## src/rtl/pf_pkg.sv

```systemverilog
`timescale 1ns/1ps
package pf_pkg;

    typedef enum logic [1:0] {
        PM_ACTIVE  = 2'b00,
        PM_SAVE    = 2'b01,
        PM_STANDBY = 2'b10,
        PM_DEEP    = 2'b11
    } pm_mode_e;

    typedef struct packed {
        logic deep;
        logic standby;
        logic quiet;
    } pm_req_t;

    function automatic int rec_cycles(input int ns, input int period_ps);
        int c;
        c = (ns * 1000 + period_ps - 1) / period_ps;
        if (c < 1) c = 1;
        return c;
    endfunction

    function automatic logic drives_out(input pm_mode_e m);
        return (m == PM_ACTIVE) || (m == PM_SAVE);
    endfunction

endpackage

```

## src/rtl/pf_addr_map.sv

```systemverilog
`timescale 1ns/1ps
module pf_addr_map #(
    parameter int ADDR_W = 21
) (
    input  logic              wide_i,
    input  logic [ADDR_W-1:0] addr_i,
    output logic [ADDR_W-1:0] int_addr_o,
    output logic              lane_o
);
    always_comb begin
        if (wide_i) begin
            int_addr_o = {1'b0, addr_i[ADDR_W-1:1]};
            lane_o     = 1'b0;
        end else begin
            int_addr_o = addr_i;
            lane_o     = addr_i[0];
        end
    end
endmodule

```

## src/rtl/pf_idle_mon.sv

```systemverilog
`timescale 1ns/1ps
module pf_idle_mon #(
    parameter int ADDR_W   = 21,
    parameter int IDLE_CYC = 16
) (
    input  logic              clk,
    input  logic              rst,
    input  logic              sel_i,
    input  logic [ADDR_W-1:0] addr_i,
    output logic              moved_o,
    output logic              quiet_o
);
    localparam int IDLE_W = $clog2(IDLE_CYC + 1);
    localparam logic [IDLE_W-1:0] IDLE_TOP = IDLE_W'(IDLE_CYC);

    logic [ADDR_W-1:0] addr_q;
    logic [IDLE_W-1:0] cnt_q;

    assign moved_o = (addr_i != addr_q);
    assign quiet_o = (cnt_q == IDLE_TOP) && !moved_o;

    always_ff @(posedge clk) begin
        if (rst) begin
            addr_q <= '0;
            cnt_q  <= '0;
        end else begin
            addr_q <= addr_i;
            if (!sel_i || moved_o)
                cnt_q <= '0;
            else if (cnt_q != IDLE_TOP)
                cnt_q <= cnt_q + 1'b1;
        end
    end

    AST_IDLE_BOUND: assert property (@(posedge clk) disable iff (rst)
        cnt_q <= IDLE_TOP);
    AST_IDLE_CLEAR: assert property (@(posedge clk) disable iff (rst)
        !sel_i |=> cnt_q == '0);
endmodule

```

## src/rtl/pf_recovery.sv

```systemverilog
`timescale 1ns/1ps
module pf_recovery #(
    parameter int REC_CYC = 50
) (
    input  logic clk,
    input  logic rst,
    input  logic pin_low_i,
    output logic settled_o
);
    localparam int REC_W = $clog2(REC_CYC + 1);
    localparam logic [REC_W-1:0] REC_TOP = REC_W'(REC_CYC);

    logic [REC_W-1:0] left_q;

    assign settled_o = (left_q == '0);

    always_ff @(posedge clk) begin
        if (rst || pin_low_i)
            left_q <= REC_TOP;
        else if (left_q != '0)
            left_q <= left_q - 1'b1;
    end

    AST_REC_RELOAD: assert property (@(posedge clk) disable iff (rst)
        pin_low_i |=> !settled_o);
    AST_REC_MONO: assert property (@(posedge clk) disable iff (rst)
        (settled_o && !pin_low_i) |=> settled_o);
endmodule

```

## src/rtl/pf_mode_fsm.sv

```systemverilog
`timescale 1ns/1ps
module pf_mode_fsm
    import pf_pkg::*;
(
    input  logic     clk,
    input  logic     rst,
    input  pm_req_t  req_i,
    output pm_mode_e mode_o,
    output logic     abort_o
);
    pm_mode_e mode_q, mode_d;
    logic     abort_q;

    always_comb begin
        if (req_i.deep)         mode_d = PM_DEEP;
        else if (req_i.standby) mode_d = PM_STANDBY;
        else if (req_i.quiet)   mode_d = PM_SAVE;
        else                    mode_d = PM_ACTIVE;
    end

    always_ff @(posedge clk) begin
        if (rst) begin
            mode_q  <= PM_STANDBY;
            abort_q <= 1'b0;
        end else begin
            mode_q  <= mode_d;
            abort_q <= req_i.deep && (mode_q != PM_DEEP);
        end
    end

    assign mode_o  = mode_q;
    assign abort_o = abort_q;

    AST_DEEP_WINS: assert property (@(posedge clk) disable iff (rst)
        req_i.deep |=> mode_q == PM_DEEP);
    AST_ABORT_SINGLE: assert property (@(posedge clk) disable iff (rst)
        abort_q |=> !abort_q);
    AST_ABORT_IN_DEEP: assert property (@(posedge clk) disable iff (rst)
        abort_q |-> mode_q == PM_DEEP);
endmodule

```

## src/rtl/flashctl_power_front.sv

```systemverilog
`timescale 1ns/1ps
module flashctl_power_front
    import pf_pkg::*;
#(
    parameter int ADDR_W        = 21,
    parameter int IDLE_CYC      = 16,
    parameter int CLK_PERIOD_PS = 10000,
    parameter int RECOVERY_NS   = 500
) (
    input  logic              clk,
    input  logic              rst,
    input  logic              pd_n_i,
    input  logic [1:0]        ce_n_i,
    input  logic              wide_i,
    input  logic [ADDR_W-1:0] addr_i,
    output logic [1:0]        mode_o,
    output logic              out_en_o,
    output logic              wsm_abort_o,
    output logic              reg_clr_o,
    output logic [ADDR_W-1:0] int_addr_o,
    output logic              lane_o
);
    localparam int REC_CYC = rec_cycles(RECOVERY_NS, CLK_PERIOD_PS);

    logic     selected;
    logic     addr_moved;
    logic     quiet;
    logic     settled;
    pm_req_t  req;
    pm_mode_e mode;

    assign selected = pd_n_i && (ce_n_i == 2'b00);

    pf_idle_mon #(.ADDR_W(ADDR_W), .IDLE_CYC(IDLE_CYC)) u_idle (
        .clk     (clk),
        .rst     (rst),
        .sel_i   (selected),
        .addr_i  (addr_i),
        .moved_o (addr_moved),
        .quiet_o (quiet)
    );

    pf_recovery #(.REC_CYC(REC_CYC)) u_rec (
        .clk       (clk),
        .rst       (rst),
        .pin_low_i (!pd_n_i),
        .settled_o (settled)
    );

    always_comb begin
        req.deep    = !pd_n_i;
        req.standby = pd_n_i && (ce_n_i != 2'b00);
        req.quiet   = quiet;
    end

    pf_mode_fsm u_fsm (
        .clk     (clk),
        .rst     (rst),
        .req_i   (req),
        .mode_o  (mode),
        .abort_o (wsm_abort_o)
    );

    pf_addr_map #(.ADDR_W(ADDR_W)) u_map (
        .wide_i     (wide_i),
        .addr_i     (addr_i),
        .int_addr_o (int_addr_o),
        .lane_o     (lane_o)
    );

    assign mode_o    = mode;
    assign reg_clr_o = (mode == PM_DEEP);
    assign out_en_o  = drives_out(mode) && settled;

    AST_STBY_ON_CE: assert property (@(posedge clk) disable iff (rst)
        (pd_n_i && ce_n_i != 2'b00) |=> mode_o == 2'b10);
    AST_CLR_IN_DEEP: assert property (@(posedge clk) disable iff (rst)
        !pd_n_i |=> reg_clr_o);
    AST_OE_OFF_DEEP: assert property (@(posedge clk) disable iff (rst)
        !pd_n_i |=> !out_en_o);
    AST_OE_WAIT: assert property (@(posedge clk) disable iff (rst)
        $rose(pd_n_i) |=> !out_en_o);
    AST_SAVE_EXIT: assert property (@(posedge clk) disable iff (rst)
        addr_moved |=> mode_o != 2'b01);
endmodule

```

## config.mk

```make
export PLATFORM = sky130hd
export DESIGN_NAME = flashctl_power_front
export DESIGN_NICKNAME = d
export VERILOG_FILES = /design/src/rtl/pf_pkg.sv /design/src/rtl/pf_addr_map.sv /design/src/rtl/pf_idle_mon.sv /design/src/rtl/pf_recovery.sv /design/src/rtl/pf_mode_fsm.sv /design/src/rtl/flashctl_power_front.sv
export SDC_FILE = /design/constraint.sdc
export NUM_CORES = 1
export LEC_CHECK = 0
export ABC_AREA = 1
export BUFFER_PORTS_ARGS = -buffer_cell sky130_fd_sc_hd__buf_4
export CAP_MARGIN = 20
export CORE_ASPECT_RATIO = 1.5
export CORE_UTILIZATION = 54
export DETAILED_ROUTE_END_ITERATION = 16
export GPL_ROUTABILITY_DRIVEN = 0
export PLACE_DENSITY = 0.84
export SYNTH_ARGS = -nofsm -noshare
export SYNTH_HDL_FRONTEND = slang
export SYNTH_SLANG_ARGS = --single-unit
```

## constraint.sdc

```tcl
create_clock -name clk -period 2.05 [get_ports clk]
set_clock_uncertainty 0.2 [all_clocks]
set_input_delay 0.3075 -clock clk [delete_from_list [all_inputs] [get_ports clk]]
set_output_delay 0.3075 -clock clk [all_outputs]
set_load 0.01 [all_outputs]
```

==> flow_summary_export.csv, run 1 <==
group,metric,value,unit
sta,finalHoldViolations,0,
status,status,"complete, no violations",
placed_design,dp_hpwl,2680,um
min_path,hold_path.class,"primary input to flop",
finish,fin_area,0.00225,sq mm
sta,fmax,0.511,GHz
sta,rsz0062_at_grt,"false",
routing,drt-wirelength-per-cell,9.75,um
routing,vias,1738,
cts,cts_tree,"done",
routing,postRouteAntennaNets,0,
worst_setup_path,critical_path_required,1.54,ns
finish,drive_gt1_share,22.6,%
sta,period_share,95.4,%
floorplan,rows,24,
floorplan,ios,54,
sta,max-slew-margin-rel,77.2,%
placed_design,post_dp_cell_area,0.00217,sq mm
grt,grt_antenna_before_repair,0,
placed_design,io_buffers,53,
grt,grt_pass1_vias,1616,
yosys,syn_avg_cell_area,6.42,sq um
cts,root_buffer,"clkbuf_8",
cts,cts_buffer_depth,2,
routing,totalWireLength,3570,um
sta,finalSetupViolCount,0,
cts,cts_resized,0,
routing,drt_iter0_markers,43,
power_and_ir_drop,p_per_area,645,mW/mm^2
floorplan,fp.dieH,71.6,um
power_and_ir_drop,vdd_ir_drop_max,553,uV
cts,post_cts_buffers,0,
yosys,synth_seq_area_share,40.1,%
worst_setup_path,crit_fanout,5,
finish,diodes,0,
cts,holdBufCountCts,0,
yosys,ys_seq_elements,35,
grt,grt_start_max_net_pins,43,
sta,period_minus_slack,1.96,ns
floorplan,die_x,48.4,um
grt,grt_pass1_wl,6050,um
floorplan,coreArea,0.00300,sq mm
yosys,synth-async-reset-ratio,0,%
power_and_ir_drop,totalPowerFinal,1450,uW
yosys,yosys_warnings,0,
yosys,synth_edf_count,0,
routing,drc,0,
floorplan,die_area,0.00347,sq mm
finish,final_common_cell,"nand2_1",
worst_setup_path,startpoint_type,"flop",
yosys,synth_cell_types,18,
cts,clk_latency,0.28,ns
sta,worst_pin_slew,0.343,ns
yosys,syn_inst,272,
worst_setup_path,cp.arrival,1.45,ns
power_and_ir_drop,leakage,0.00118,uW
grt,grt_overflow_total,0,
sta,hold_slack,0.0525,ns
floorplan,start_util,58.1,%
finish,final_nets,356,
worst_setup_path,crit_type,"flop to output port",
sta,fin_setup_tns,0,ns
finish,areaGrowthSynthToFinish,29.0,%
finish,final_cell_mix,"nand2_1 (79), buf_4 (53), nor2_1 (44)",
cts,cts.clk_slew.worst_paths,0.07,ns
cts,h-tree-depth,2,
flow_run,cap_violations,0,
sta,maxSlewViolCount,0,
routing,via_per_inst,4.75,
routing,dr.pass1.iters,4,
cts,numCtsBuffers,5,
yosys,ys.flop_type,"dfxtp_1",
cts,cts_sinks,35,
yosys,syn_nets,302,
yosys,netlist_area,0.00175,sq mm
grt,track_usage,22.8,%
worst_setup_path,end_kind,"output port",
synthesized netlist by cell type (all sizes together), types with 4 or more instances:
master  count  area (sq um)
clkbuf      6          22.5
xor2        6          52.6
xnor2       5          43.8
nand2      79           297
inv        50           188
o21ai      24           120
nor2       47           184
a21oi       4          20.0
dfxtp      35           701
logic make-up after synthesis:
kind of cell,synth area share [%]
fa+ha+maj,2.15
flops,40.1
simple gates,31.8
xor+xnor,5.52
buf+inv,12.0
compound gates,8.39
layout make-up:
class	instances	area [sq um]
Clock buffer	7	76.3
Clock inverter	1	5.00
Fill cell	274	752
Inverter	50	188
Multi-Input combinational cell	181	835
Sequential cell	35	701
Tap cell	39	48.8
Timing Repair Buffer	53	398
per-stage QoR:
stage,util (%),cells,setup slack (ns)
5_1_grt,75.0,366,0.00428
3_3_place_gp,72.3,358,0.457
2_1_floorplan,-,272,0.538
6_report,75.0,366,0.0937
4_1_cts,75.0,366,0.0799
3_5_place_dp,72.3,358,0.399
power by group:
group	internal (uW)	total, uW	switching [uW]
sequential	710	724	14.3
combinational	127	265	139
clock	238	462	224
worst paths after layout:
path                            slack [ns]  depth (start not counted)       startpoint           endpoint
worst max-delay path                  0.09                          7  u_rec.left_q[0]           out_en_o
worst min-delay path                  0.05                          3       addr_i[20]  u_idle.addr_q[20]
worst max register to register        0.55                          8  u_rec.left_q[0]    u_rec.left_q[1]
worst min register to register        0.26                          1  u_rec.left_q[0]    u_rec.left_q[0]
routing by layer:
metal | global-route usage, % | part of all wire (%)
met1 | 20.4 | 40
met2 | 45.2 | 52
met3 | 7.22 | 5.5
met4 | 10.8 | 2.2
met5 | 0 | 0
critical path, cell delays in order, from the launching register on:
cell     delay, ns
dfxtp_1       0.32
inv_1         0.07
ha_1          0.18
nand2_1       0.10
nor2_1        0.14
nand2_1       0.13
nor2_1        0.10
buf_4         0.12
registers in the layout, summed over array words and instances (netlist names):
name and cells:
u_idle.addr_q 21, u_fsm.abort_o 1, u_rec.left_q 6, u_idle.cnt_q 5, u_fsm.mode_o 2
No activity file was read; power rests on OpenSTA's default activity.
==> run 2, diff against run 1 <==
==> constraint.sdc (replaced) <==
create_clock -name clk -period 2.05 [get_ports clk]
set_clock_uncertainty 0.2 [all_clocks]
set_input_delay 0.41 -clock clk [delete_from_list [all_inputs] [get_ports clk]]
set_output_delay 0.41 -clock clk [all_outputs]
set_load 0.01 [all_outputs]
==> run 2 against run 1 <==
Power about the same. Flip-flop and latch count unchanged. First-iteration DRC count decreased by 30%. Cell count increased by 0.27%. Sequential power about the same. Critical path depth unchanged. Register-to-register slack got worse by 0.02 ns. Core utilization increased by 0.50 points. Via count decreased by 1.6%. Setup slack got worse by 0.015 ns. Sequential share of layout area decreased by 0.21 points. Critical endpoint unchanged. Largest cell class unchanged. Highest routed layer unchanged.
==> flow_summary_export.csv, run 2 (synthesis results as in run 1) <==
group,metric,value,unit
grt,met2_usage,41.9,%
grt,grt_antenna_before_repair,0,
grt,grt_overflow_total,0,
power_and_ir_drop,vdd_ir_drop_max,759,uV
cts,root_buffer,"clkbuf_8",
power_and_ir_drop,sw_frac_of_total,26.0,%
finish,diodes,0,
worst_setup_path,cp.arrival,1.36,ns
floorplan,die_area,0.00347,sq mm
min_path,hold_path.class,"primary input to flop",
finish,reg_top3,"u_idle.addr_q (21), u_rec.left_q (6), u_idle.cnt_q (5)",
floorplan,fp.dieH,71.6,um
power_and_ir_drop,p_seq_share,49.8,%
cts,cts_buffer_depth,2,
floorplan,ios,54,
finish,fin_area,0.00227,sq mm
power_and_ir_drop,combPwrFrac,18.3,%
sta,fmax,0.507,GHz
finish,final_nets,357,
finish,multi_input_area,842,sq um
cts,holdBufCountCts,0,
finish,largest_reg_flops,21,
power_and_ir_drop,p_sw,377,uW
sta,finalHoldViolations,0,
floorplan,rows,24,
cts,cts_tree,"done",
worst_setup_path,startpoint_type,"flop",
sta,maxSlewViolCount,0,
power_and_ir_drop,leakage,0.00118,uW
finish,final_common_cell,"nand2_1",
finish,post-route-util,75.5,%
grt,use_met3,5.73,%
sta,period_share,96.2,%
grt,grt_pass1_wl,5660,um
sta,finalSetupViolCount,0,
placed_design,post_dp_cell_area,0.00217,sq mm
finish,final_cell_mix,"nand2_1 (78), buf_4 (54), nor2_1 (43)",
finish,areaGrowthSynthToFinish,29.8,%
routing,drt-wirelength-per-cell,9.43,um
finish,drive_gt1_share,23.8,%
cts,cts.clk_slew.worst_paths,0.07,ns
grt,track_usage,20.9,%
grt,grt_pass1_vias,1528,
placed_design,io_buffers,53,
cts,h-tree-depth,2,
routing,drc,0,
status,status,"complete, no violations",
floorplan,start_util,58.1,%
worst_setup_path,end_kind,"output port",
cts,cts_sinks,35,
worst_setup_path,crit_fanout,3,
cts,clk_latency,0.28,ns
finish,nFillCells,265,
worst_setup_path,crit_type,"flop to output port",
placed_design,dp_hpwl,2660,um
floorplan,die_x,48.4,um
sta,fin_setup_tns,0,ns
routing,dr.pass1.iters,4,
flow_run,cap_violations,0,
sta,period_minus_slack,1.97,ns
routing,vias,1710,
sta,max-slew-margin-rel,77.7,%
grt,grt_start_max_net_pins,43,
finish,largest_register,"u_idle.addr_q",
sta,worst_pin_slew,0.334,ns
routing,drt_iter0_markers,30,
finish,register_area,701,sq um
worst_setup_path,critical_path_required,1.44,ns
sta,rsz0062_at_grt,"false",
power_and_ir_drop,p_int,1080,uW
routing,postRouteAntennaNets,0,
grt,busiest_layer,"met2",
floorplan,coreArea,0.00300,sq mm
power_and_ir_drop,p_per_area,641,mW/mm^2
power_and_ir_drop,clkPwrFrac,31.9,%
grt,met1_usage,19.7,%
power_and_ir_drop,totalPowerFinal,1450,uW
cts,numCtsBuffers,5,
routing,via_per_inst,4.66,
routing,totalWireLength,3460,um
## run 2: power groups by stage
stage	logic (uW)	registers, uW	clock network [uW]
4_1_cts	267	723	481
3_5_place_dp	265	739	0
3_3_place_gp	261	737	0
6_report	265	724	463
5_1_grt	298	726	504
2_1_floorplan	139	738	0
## run 2: routing by layer
| layer | vias to the layer above | part of all wire, % |
|---|---|---|
| met5 | - | 0 |
| met4 | 0 | 1.3 |
| met3 | 4 | 5.4 |
| met2 | 42 | 54 |
| met1 | 746 | 40 |
| li1 | 918 | - |
## run 2: cell type report
cell class | count | area share, %
multi-input cells | 181 | 37.2
flip-flops and latches | 35 | 30.9
clock inverters | 1 | 0.221
repair buffers | 54 | 17.9
well taps | 39 | 2.15
inverters | 50 | 8.28
clock buffers | 7 | 3.37
## run 2: through the flow
step,hold WS [ns],std cells,worst slack (ns)
after floorplan,0.222,272,0.435
after global placement,0.235,358,0.352
after detailed placement,0.243,358,0.321
after CTS,0.149,367,0.0419
after global routing,0.175,367,0.0131
final,0.159,367,0.0789
## run 2: worst paths after layout
check	from	to	slack, ns	depth (start not counted)
setup / recovery	u_rec.left_q[0]	out_en_o	0.08	7
hold / removal	addr_i[12]	u_idle.addr_q[12]	0.16	3
setup reg to reg	u_rec.left_q[0]	u_rec.left_q[0]	0.53	8
hold reg to reg	u_rec.left_q[0]	u_rec.left_q[0]	0.25	1
## run 2: worst max-delay path: stages, from the launching register on
cell     delay, ns
dfxtp_1       0.32
inv_1         0.08
ha_2          0.20
nand2_2       0.08
nor2_2        0.11
nand2_1       0.09
nor2_1        0.09
buf_4         0.12
## run 2: timing repair
| item | 4_1_cts | 5_1_grt |
|---|---|---|
| gates resized for setup | 0 | 3 |
| gates cloned | 0 | 0 |
| setup endpoints to repair | 1 | 1 |
| setup buffers | 1 | 0 |
| pin swaps | 1 | 0 |
